[config.mk]
export PLATFORM = sky130hd
export DESIGN_NAME = cfg_serial_slave
export DESIGN_NICKNAME = d
export VERILOG_FILES = /design/src/rtl/cfg_slave_pkg.sv /design/src/rtl/cfg_line_sync.sv /design/src/rtl/cfg_reg_bank.sv /design/src/rtl/cfg_link_fsm.sv /design/src/rtl/cfg_serial_slave.sv
export SDC_FILE = /design/constraint.sdc
export NUM_CORES = 1
export LEC_CHECK = 0
export ABC_CLOCK_PERIOD_IN_PS = 5250
export BUFFER_PORTS_ARGS = -buffer_cell sky130_fd_sc_hd__buf_4
export CORE_MARGIN = 2
export CORE_UTILIZATION = 35
export CTS_CLUSTER_DIAMETER = 40
export CTS_CLUSTER_SIZE = 30
export DETAILED_ROUTE_END_ITERATION = 16
export HOLD_SLACK_MARGIN = 0.02
export PLACE_DENSITY_LB_ADDON = 0.12
export SKIP_LAST_GASP = 1
export SLEW_MARGIN = 40
export SYNTH_ARGS = -nofsm -noshare
export SYNTH_HDL_FRONTEND = slang
export SYNTH_SLANG_ARGS = --single-unit
[constraint.sdc]
create_clock -name clk -period 5.25 [get_ports clk]
set_input_delay 1.3125 -clock clk [delete_from_list [all_inputs] [get_ports clk]]
set_output_delay 1.3125 -clock clk [all_outputs]
set_load 0.01 [all_outputs]
[src/rtl/cfg_slave_pkg.sv]
package cfg_slave_pkg;
    localparam int          BYTE_W   = 8;
    localparam logic [6:0]  DEV_ADDR = 7'h69;
    // revision bits in read-back order: bit7, bit6, bit5, bit4, bit2
    localparam logic [4:0]  REV_CODE = 5'b10010;

    typedef enum logic [2:0] {
        ST_IDLE,
        ST_RX,
        ST_ACK,
        ST_TX,
        ST_MACK
    } link_st_e;

    function automatic logic [7:0] reg_default(input int idx, input int nreg);
        return (idx == 0 || idx == nreg - 1) ? 8'h00 : 8'hFF;
    endfunction
endpackage

[src/rtl/cfg_line_sync.sv]
module cfg_line_sync #(
    parameter int STAGES = 2
) (
    input  logic clk,
    input  logic rst,
    input  logic din,
    output logic cur,
    output logic prev
);
    logic [STAGES:0] pipe;

    always_ff @(posedge clk) begin
        if (rst) pipe <= '1;
        else     pipe <= {pipe[STAGES-1:0], din};
    end

    assign cur  = pipe[STAGES-1];
    assign prev = pipe[STAGES];
endmodule

[src/rtl/cfg_reg_bank.sv]
module cfg_reg_bank import cfg_slave_pkg::*; #(
    parameter int NREG  = 7,
    parameter int CNT_W = 4
) (
    input  logic                   clk,
    input  logic                   rst,
    input  logic                   wr_en,
    input  logic [CNT_W-1:0]       wr_idx,
    input  logic [BYTE_W-1:0]      wr_data,
    output logic [NREG*BYTE_W-1:0] regs
);
    for (genvar g = 0; g < NREG; g++) begin : g_reg
        logic [BYTE_W-1:0] q;
        always_ff @(posedge clk) begin
            if (rst)                                  q <= reg_default(g, NREG);
            else if (wr_en && wr_idx == CNT_W'(g))    q <= wr_data;
        end
        assign regs[g*BYTE_W +: BYTE_W] = q;
    end
endmodule

[src/rtl/cfg_link_fsm.sv]
module cfg_link_fsm import cfg_slave_pkg::*; #(
    parameter int NREG  = 7,
    parameter int CNT_W = 4
) (
    input  logic              clk,
    input  logic              rst,
    input  logic              scl_rise,
    input  logic              scl_fall,
    input  logic              start_ev,
    input  logic              stop_ev,
    input  logic              sda_s,
    input  logic [BYTE_W-1:0] rd_data,
    output logic [CNT_W-1:0]  byte_no,
    output logic              sda_oe,
    output logic              wr_en,
    output logic [CNT_W-1:0]  wr_idx,
    output logic [BYTE_W-1:0] wr_data,
    output link_st_e          st
);
    logic [BYTE_W-1:0] sh;
    logic [3:0]        bitcnt;
    logic              is_addr, rd_mode, m_ack;
    logic [CNT_W-1:0]  data_idx;
    logic              wr_ok, at_max;

    always_comb begin
        data_idx = byte_no - CNT_W'(2);
        wr_ok    = (byte_no >= CNT_W'(2)) && (data_idx < CNT_W'(NREG));
        at_max   = &byte_no;
    end

    always_ff @(posedge clk) begin
        if (rst) begin
            st      <= ST_IDLE;
            sh      <= '0;
            bitcnt  <= '0;
            byte_no <= '0;
            is_addr <= 1'b0;
            rd_mode <= 1'b0;
            m_ack   <= 1'b0;
            sda_oe  <= 1'b0;
            wr_en   <= 1'b0;
            wr_idx  <= '0;
            wr_data <= '0;
        end else begin
            wr_en <= 1'b0;
            if (start_ev) begin
                st      <= ST_RX;
                bitcnt  <= '0;
                byte_no <= '0;
                is_addr <= 1'b1;
                sda_oe  <= 1'b0;
            end else if (stop_ev) begin
                st     <= ST_IDLE;
                sda_oe <= 1'b0;
            end else begin
                unique case (st)
                    ST_RX: begin
                        if (scl_rise && bitcnt != 4'd8) begin
                            sh     <= {sh[BYTE_W-2:0], sda_s};
                            bitcnt <= bitcnt + 4'd1;
                        end else if (scl_fall && bitcnt == 4'd8) begin
                            if (is_addr) begin
                                if (sh[7:1] == DEV_ADDR) begin
                                    sda_oe  <= 1'b1;
                                    rd_mode <= sh[0];
                                    st      <= ST_ACK;
                                end else begin
                                    st <= ST_IDLE;
                                end
                            end else begin
                                sda_oe <= 1'b1;
                                st     <= ST_ACK;
                                if (wr_ok) begin
                                    wr_en   <= 1'b1;
                                    wr_idx  <= data_idx;
                                    wr_data <= sh;
                                end
                                if (!at_max) byte_no <= byte_no + CNT_W'(1);
                            end
                        end
                    end
                    ST_ACK: begin
                        if (scl_fall) begin
                            is_addr <= 1'b0;
                            bitcnt  <= '0;
                            if (rd_mode) begin
                                sh     <= rd_data;
                                sda_oe <= ~rd_data[7];
                                st     <= ST_TX;
                            end else begin
                                sda_oe <= 1'b0;
                                st     <= ST_RX;
                            end
                        end
                    end
                    ST_TX: begin
                        if (scl_rise) begin
                            bitcnt <= bitcnt + 4'd1;
                        end else if (scl_fall) begin
                            if (bitcnt == 4'd8) begin
                                sda_oe <= 1'b0;
                                st     <= ST_MACK;
                                if (!at_max) byte_no <= byte_no + CNT_W'(1);
                            end else begin
                                sh     <= {sh[BYTE_W-2:0], 1'b0};
                                sda_oe <= ~sh[6];
                            end
                        end
                    end
                    ST_MACK: begin
                        if (scl_rise) begin
                            m_ack <= ~sda_s;
                        end else if (scl_fall) begin
                            bitcnt <= '0;
                            if (m_ack) begin
                                sh     <= rd_data;
                                sda_oe <= ~rd_data[7];
                                st     <= ST_TX;
                            end else begin
                                sda_oe <= 1'b0;
                                st     <= ST_IDLE;
                            end
                        end
                    end
                    default: st <= ST_IDLE;
                endcase
            end
        end
    end
endmodule

[src/rtl/cfg_serial_slave.sv]
module cfg_serial_slave import cfg_slave_pkg::*; #(
    parameter int NREG      = 7,
    parameter int SYNC_DEPTH = 2,
    parameter int STRAP_W   = 4
) (
    input  logic                   clk,
    input  logic                   rst,
    input  logic                   scl_in,
    input  logic                   sda_in,
    output logic                   sda_oe,
    input  logic [STRAP_W-1:0]     strap_fs,
    output logic [NREG*BYTE_W-1:0] cfg_regs,
    output logic [STRAP_W-1:0]     freq_sel
);
    localparam int CNT_W = $clog2(NREG + 4);

    logic scl_c, scl_p, sda_c, sda_p;
    logic scl_rise, scl_fall, start_ev, stop_ev;
    logic [CNT_W-1:0]  byte_no, wr_idx, rd_sel;
    logic              wr_en;
    logic [BYTE_W-1:0] wr_data, rd_data, reg0;
    logic [STRAP_W-1:0] strap_q;
    link_st_e          link_state;

    cfg_line_sync #(.STAGES(SYNC_DEPTH)) u_scl (
        .clk(clk), .rst(rst), .din(scl_in), .cur(scl_c), .prev(scl_p));
    cfg_line_sync #(.STAGES(SYNC_DEPTH)) u_sda (
        .clk(clk), .rst(rst), .din(sda_in), .cur(sda_c), .prev(sda_p));

    assign scl_rise = scl_c & ~scl_p;
    assign scl_fall = ~scl_c & scl_p;
    assign start_ev = scl_c & scl_p & sda_p & ~sda_c;
    assign stop_ev  = scl_c & scl_p & ~sda_p & sda_c;

    always_ff @(posedge clk) begin
        if (rst) strap_q <= strap_fs;
    end

    cfg_link_fsm #(.NREG(NREG), .CNT_W(CNT_W)) u_fsm (
        .clk(clk), .rst(rst), .scl_rise(scl_rise), .scl_fall(scl_fall),
        .start_ev(start_ev), .stop_ev(stop_ev), .sda_s(sda_c),
        .rd_data(rd_data), .byte_no(byte_no), .sda_oe(sda_oe),
        .wr_en(wr_en), .wr_idx(wr_idx), .wr_data(wr_data), .st(link_state));

    cfg_reg_bank #(.NREG(NREG), .CNT_W(CNT_W)) u_bank (
        .clk(clk), .rst(rst), .wr_en(wr_en), .wr_idx(wr_idx),
        .wr_data(wr_data), .regs(cfg_regs));

    assign reg0 = cfg_regs[BYTE_W-1:0];

    always_comb begin
        rd_sel  = byte_no - CNT_W'(1);
        rd_data = 8'hFF;
        if (byte_no == '0) begin
            rd_data = 8'(NREG);
        end else if (byte_no <= CNT_W'(NREG)) begin
            rd_data = cfg_regs[{rd_sel, 3'b000} +: BYTE_W];
            if (rd_sel == '0)
                rd_data = {REV_CODE[4], REV_CODE[3:1], reg0[3], REV_CODE[0], reg0[1:0]};
            if (rd_sel == CNT_W'(NREG - 1))
                rd_data[STRAP_W-1:0] = strap_q;
        end
    end

    assign freq_sel = reg0[3] ? reg0[7:4] : strap_q;
endmodule

==> out/results.md <==
| Stage | Item | Reported |
|---|---|---|
| outcome | Status | finished clean |
| finish | Area taken by flip-flops and latches | 2080 µm² |
| critical path | Nature of the critical path endpoint | flop |
| yosys | Sequential share of the synthesized area | 0.401 |
| die | DIE AREA | 15800 µm² |
| placement | Dpl ws | 2190 ps |
| power and ir drop | Power density normalized to cell area | 271 nW/µm² |
| finish | Final non-filler cell area | 6060 µm² |
| sta | Fin worst setup slack | 2460 ps |
| hold path | Hold Path Class | flop to flop |
| yosys | Summed instance area of the synthesized netlist | 5200 µm² |
| clock network | TritonCTS Buffers | 9 |
| sta | Max Freq | 358 MHz |
| drt | Total length of routed wires | 14200 µm |
| yosys | Synthesis Warnings | 0 |
| die | Die height | 126 µm |
| clock network | Clock slew at reported path FFs | 70 ps |
| yosys | Number of standard cells after synthesis | 533 |
| die | Die X-Extent | 126 µm |
| clock network | Maximum clock insertion buffer count | 2 |
| yosys | Synth Net Count | 550 |
| critical path | Max FO, Critical Path | 25 |
| finish | Area used by multi-input combinational logic | 2890 µm² |
| finish | Fraction of layout cells with a size suffix above 1 | 0.244 |
| power and ir drop | P_leak | 2.38 nW |
| clock network | Clock H-tree levels | 3 |
| hold path | Hold Path Origin | u_sda.pipe[0] |
| placement | Number of port buffers | 68 |
| drt | Drt via density | 5.29 |
| drt | Final ANT Viol Nets | 0 |
| finish | Most common cell after layout, fill and taps aside | sky130_fd_sc_hd__dfxtp_1 |
| global routing | Global-route total usage across every layer | 0.182 |
| sta | Normalized max-slew margin | 0.464 |
| clock network | Number of post-CTS setup repair buffers | 0 |
| yosys | Ys flop type | sky130_fd_sc_hd__dfxtp_1 |
| sta | RSZ-0062 raised after global routing | false |
| sta | Final setup violating endpoints | 0 |
| critical path | CP arrival | 3030 ps |
| global routing | Pin count of the biggest net entering global routing | 50 |
| critical path | Setup slack on the worst flop-to-flop path | 2460 ps |
| hold path | Worst Hold End | u_sda.pipe[1] |
| yosys | Yosys cell types | 78 |
| sta | Worst clock skew | 7.63 ps |
| power and ir drop | Peak supply drop | 0.133 mV |
| yosys | Number of flip-flops and latches in the synthesized netlist | 102 |
| sta | Final critical-path share of the clock period | 0.532 |
| clock network | Clock tree from TritonCTS | yes |
| placement | Area of placed instances | 5780 µm² |
| yosys | Average footprint of a synthesized cell | 9.75 µm² |
| critical path | Logic depth of the worst register-to-register path | 8 |
| placement | Last weighted congestion value of the routability-driven placer | 0.806 |
| flow run | Max-capacitance violation count | 0 |
| hold path | Hold path depth | 1 |
| yosys | Number of flops mapped to enable cells by yosys | 4 |
| global routing | Antenna violations before repair | 0 |
| global routing | Total overflow reported by the global router | 0 |
| critical path | Sort of element at the start of the critical path | flop |
| global routing | Number of global-route vias before repair | 4009 |
| drt | Average detailed-routed wire length per instance | 18.6 µm |
| drt | DRC violations left | 0 |
| finish | Commonest cells after routing, fill and taps aside | sky130_fd_sc_hd__dfxtp_1, sky130_fd_sc_hd__buf_4, sky130_fd_sc_hd__mux2i_1, sky130_fd_sc_hd__nand2_1, sky130_fd_sc_hd__nor2_1 |
| die | I/O pin total | 69 |
| critical path | Worst reg2reg startpoint | u_fsm.byte_no[0] |
| finish | N_diodes | 0 |
| sta | Worst slew pin tran | 799 ps |
| placement | HPWL Detailed | 10200 µm |
| drt | Total via count in the routed design | 4037 |
| sta | Final hold viol count | 0 |
| sta | Final-report max-slew violation count | 0 |
| finish | Final #Nets | 592 |
| clock network | Buffer type at the clock tree root | sky130_fd_sc_hd__clkbuf_16 |
| critical path | Startpoint-to-endpoint class of the critical path | flop to flop |
| drt | Starting DRT DRC Count | 252 |
| clock network | Sink count of the clock tree | 102 |
| critical path | Critical path data required time | 5480 ps |
| yosys | Asr flop ratio synth | 0 |
| clock network | Clock Latency Late Sink | 350 ps |
| sta | Crit path time final | 2790 ps |
| die | Core region area | 14500 µm² |
| critical path | Worst flop-to-flop path endpoint | u_fsm.sda_oe |
| sta | Total Negative Setup Slacks | 0 ps |
| clock network | Number of cells upsized or downsized after cts | 0 |
| clock network | Count of hold buffers inserted by post-cts repair | 0 |
| global routing | First-pass GRT wire length | 22800 µm |
| die | Initial Util | 0.358 |
| finish | Area growth from synthesis to layout | 16.6% |
| finish | Filler cell count in the final layout | 1488 |
| drt | Detailed-routing iteration count for the pre-antenna-repair pass | 5 |
| die | Number of cell rows | 44 |
[how the worst max path moves through the flow]
stage                           from  cells past startpoint      endpoint
finish              u_fsm.byte_no[0]                      8  u_fsm.sda_oe
global route        u_fsm.byte_no[0]                      8  u_fsm.sda_oe
CTS                 u_fsm.byte_no[0]                      8  u_fsm.sda_oe
detailed placement  u_fsm.byte_no[0]                      8  u_fsm.sda_oe
global placement    u_fsm.byte_no[0]                      8  u_fsm.sda_oe
floorplan           u_fsm.byte_no[0]                     10   u_fsm.sh[7]
[power by group]
| part | switching [mW] | leakage (nW) | internal [mW] | total, mW |
|---|---|---|---|---|
| logic | 0.0986 | 1.42 | 0.0711 | 0.170 |
| clock network | 0.291 | 0.132 | 0.347 | 0.638 |
| registers | 0.0375 | 0.832 | 0.798 | 0.836 |
[cells in the mapped netlist (7+ instances only)]
library cell / number / area, µm²
sky130_fd_sc_hd__inv_1: 10 / 37.5
sky130_fd_sc_hd__a21oi_1: 21 / 105
sky130_fd_sc_hd__clkbuf_1: 23 / 86.3
sky130_fd_sc_hd__mux2_2: 12 / 135
sky130_fd_sc_hd__nand2_1: 58 / 218
sky130_fd_sc_hd__dfxtp_1: 98 / 1960
sky130_fd_sc_hd__or2_2: 7 / 43.8
sky130_fd_sc_hd__buf_2: 8 / 40.0
sky130_fd_sc_hd__nor2_1: 49 / 184
sky130_fd_sc_hd__ha_1: 9 / 113
sky130_fd_sc_hd__o21ai_0: 12 / 60.1
sky130_fd_sc_hd__mux2i_1: 70 / 701
sky130_fd_sc_hd__mux4_2: 7 / 158
sky130_fd_sc_hd__nand2b_1: 9 / 56.3
[critical path, cell delays in order (launching register included)]
cell and delay [ps]:
sky130_fd_sc_hd__dfxtp_1 310, sky130_fd_sc_hd__buf_4 290, sky130_fd_sc_hd__inv_1 130, sky130_fd_sc_hd__ha_2 660
sky130_fd_sc_hd__nor2b_1 550, sky130_fd_sc_hd__a221oi_1 180, sky130_fd_sc_hd__o31a_1 290, sky130_fd_sc_hd__nor3_1 160
sky130_fd_sc_hd__o21ai_0 100
[metrics by stage]
step | hold WS, ps | utilization | instances | power, mW
after floorplan | 389 | - | 533 | 0.981
after global placement | 392 | 0.396 | 747 | 1.02
after detailed placement | 394 | 0.398 | 748 | 1.02
after CTS | 409 | 0.417 | 763 | 1.66
after global routing | 431 | 0.417 | 763 | 1.71
final | 407 | 0.417 | 763 | 1.64
[per-layer routing]
metal | track usage | part of all wire | up-vias
met1 | 0.250 | 0.48 | 1959
met2 | 0.293 | 0.48 | 75
met3 | 0.0263 | 0.031 | 10
met5 | 0 | 0 | -
li1 | - | - | 1993
met4 | 0.0646 | 0.010 | 0
[final cells by class]
class / instances / share of cell area
Multi-Input combinational cell: 380 / 0.478
Sequential cell: 102 / 0.344
Timing Repair Buffer: 71 / 0.0880
Clock buffer: 13 / 0.0430
Tap cell: 184 / 0.0380
Inverter: 11 / 0.00682
Clock inverter: 2 / 0.00269
[sequential cells by signal, indices dropped and copies added (netlist names)]
| signal | count |
|---|---|
| u_fsm.byte_no | 4 |
| u_fsm.wr_idx | 4 |
| u_fsm.sda_oe | 1 |
| u_fsm.st | 3 |
| u_scl.pipe | 3 |
| u_fsm.wr_en | 1 |
| u_fsm.bitcnt | 4 |
| u_fsm.is_addr | 1 |
| u_sda.pipe | 3 |
| u_fsm.m_ack | 1 |
| u_fsm.sh | 8 |
| u_bank.g.q | 56 |
| u_fsm.rd_mode | 1 |
| u_fsm.wr_data | 8 |
| strap_q | 4 |
[cell families (layout without fill, tap and decap cells)]
group,after synthesis,in the layout,share of synthesized area
AOI/OAI and AO/OA,90,90,0.133
xor gates and xnor gates,8,8,0.0164
adders and majority gates,9,9,0.0217
buffers and inverters,51,97,0.0453
DFF,102,102,0.401
muxes,89,89,0.191
and+or+nand+nor,184,184,0.191
(Power assumes the default switching activity.)
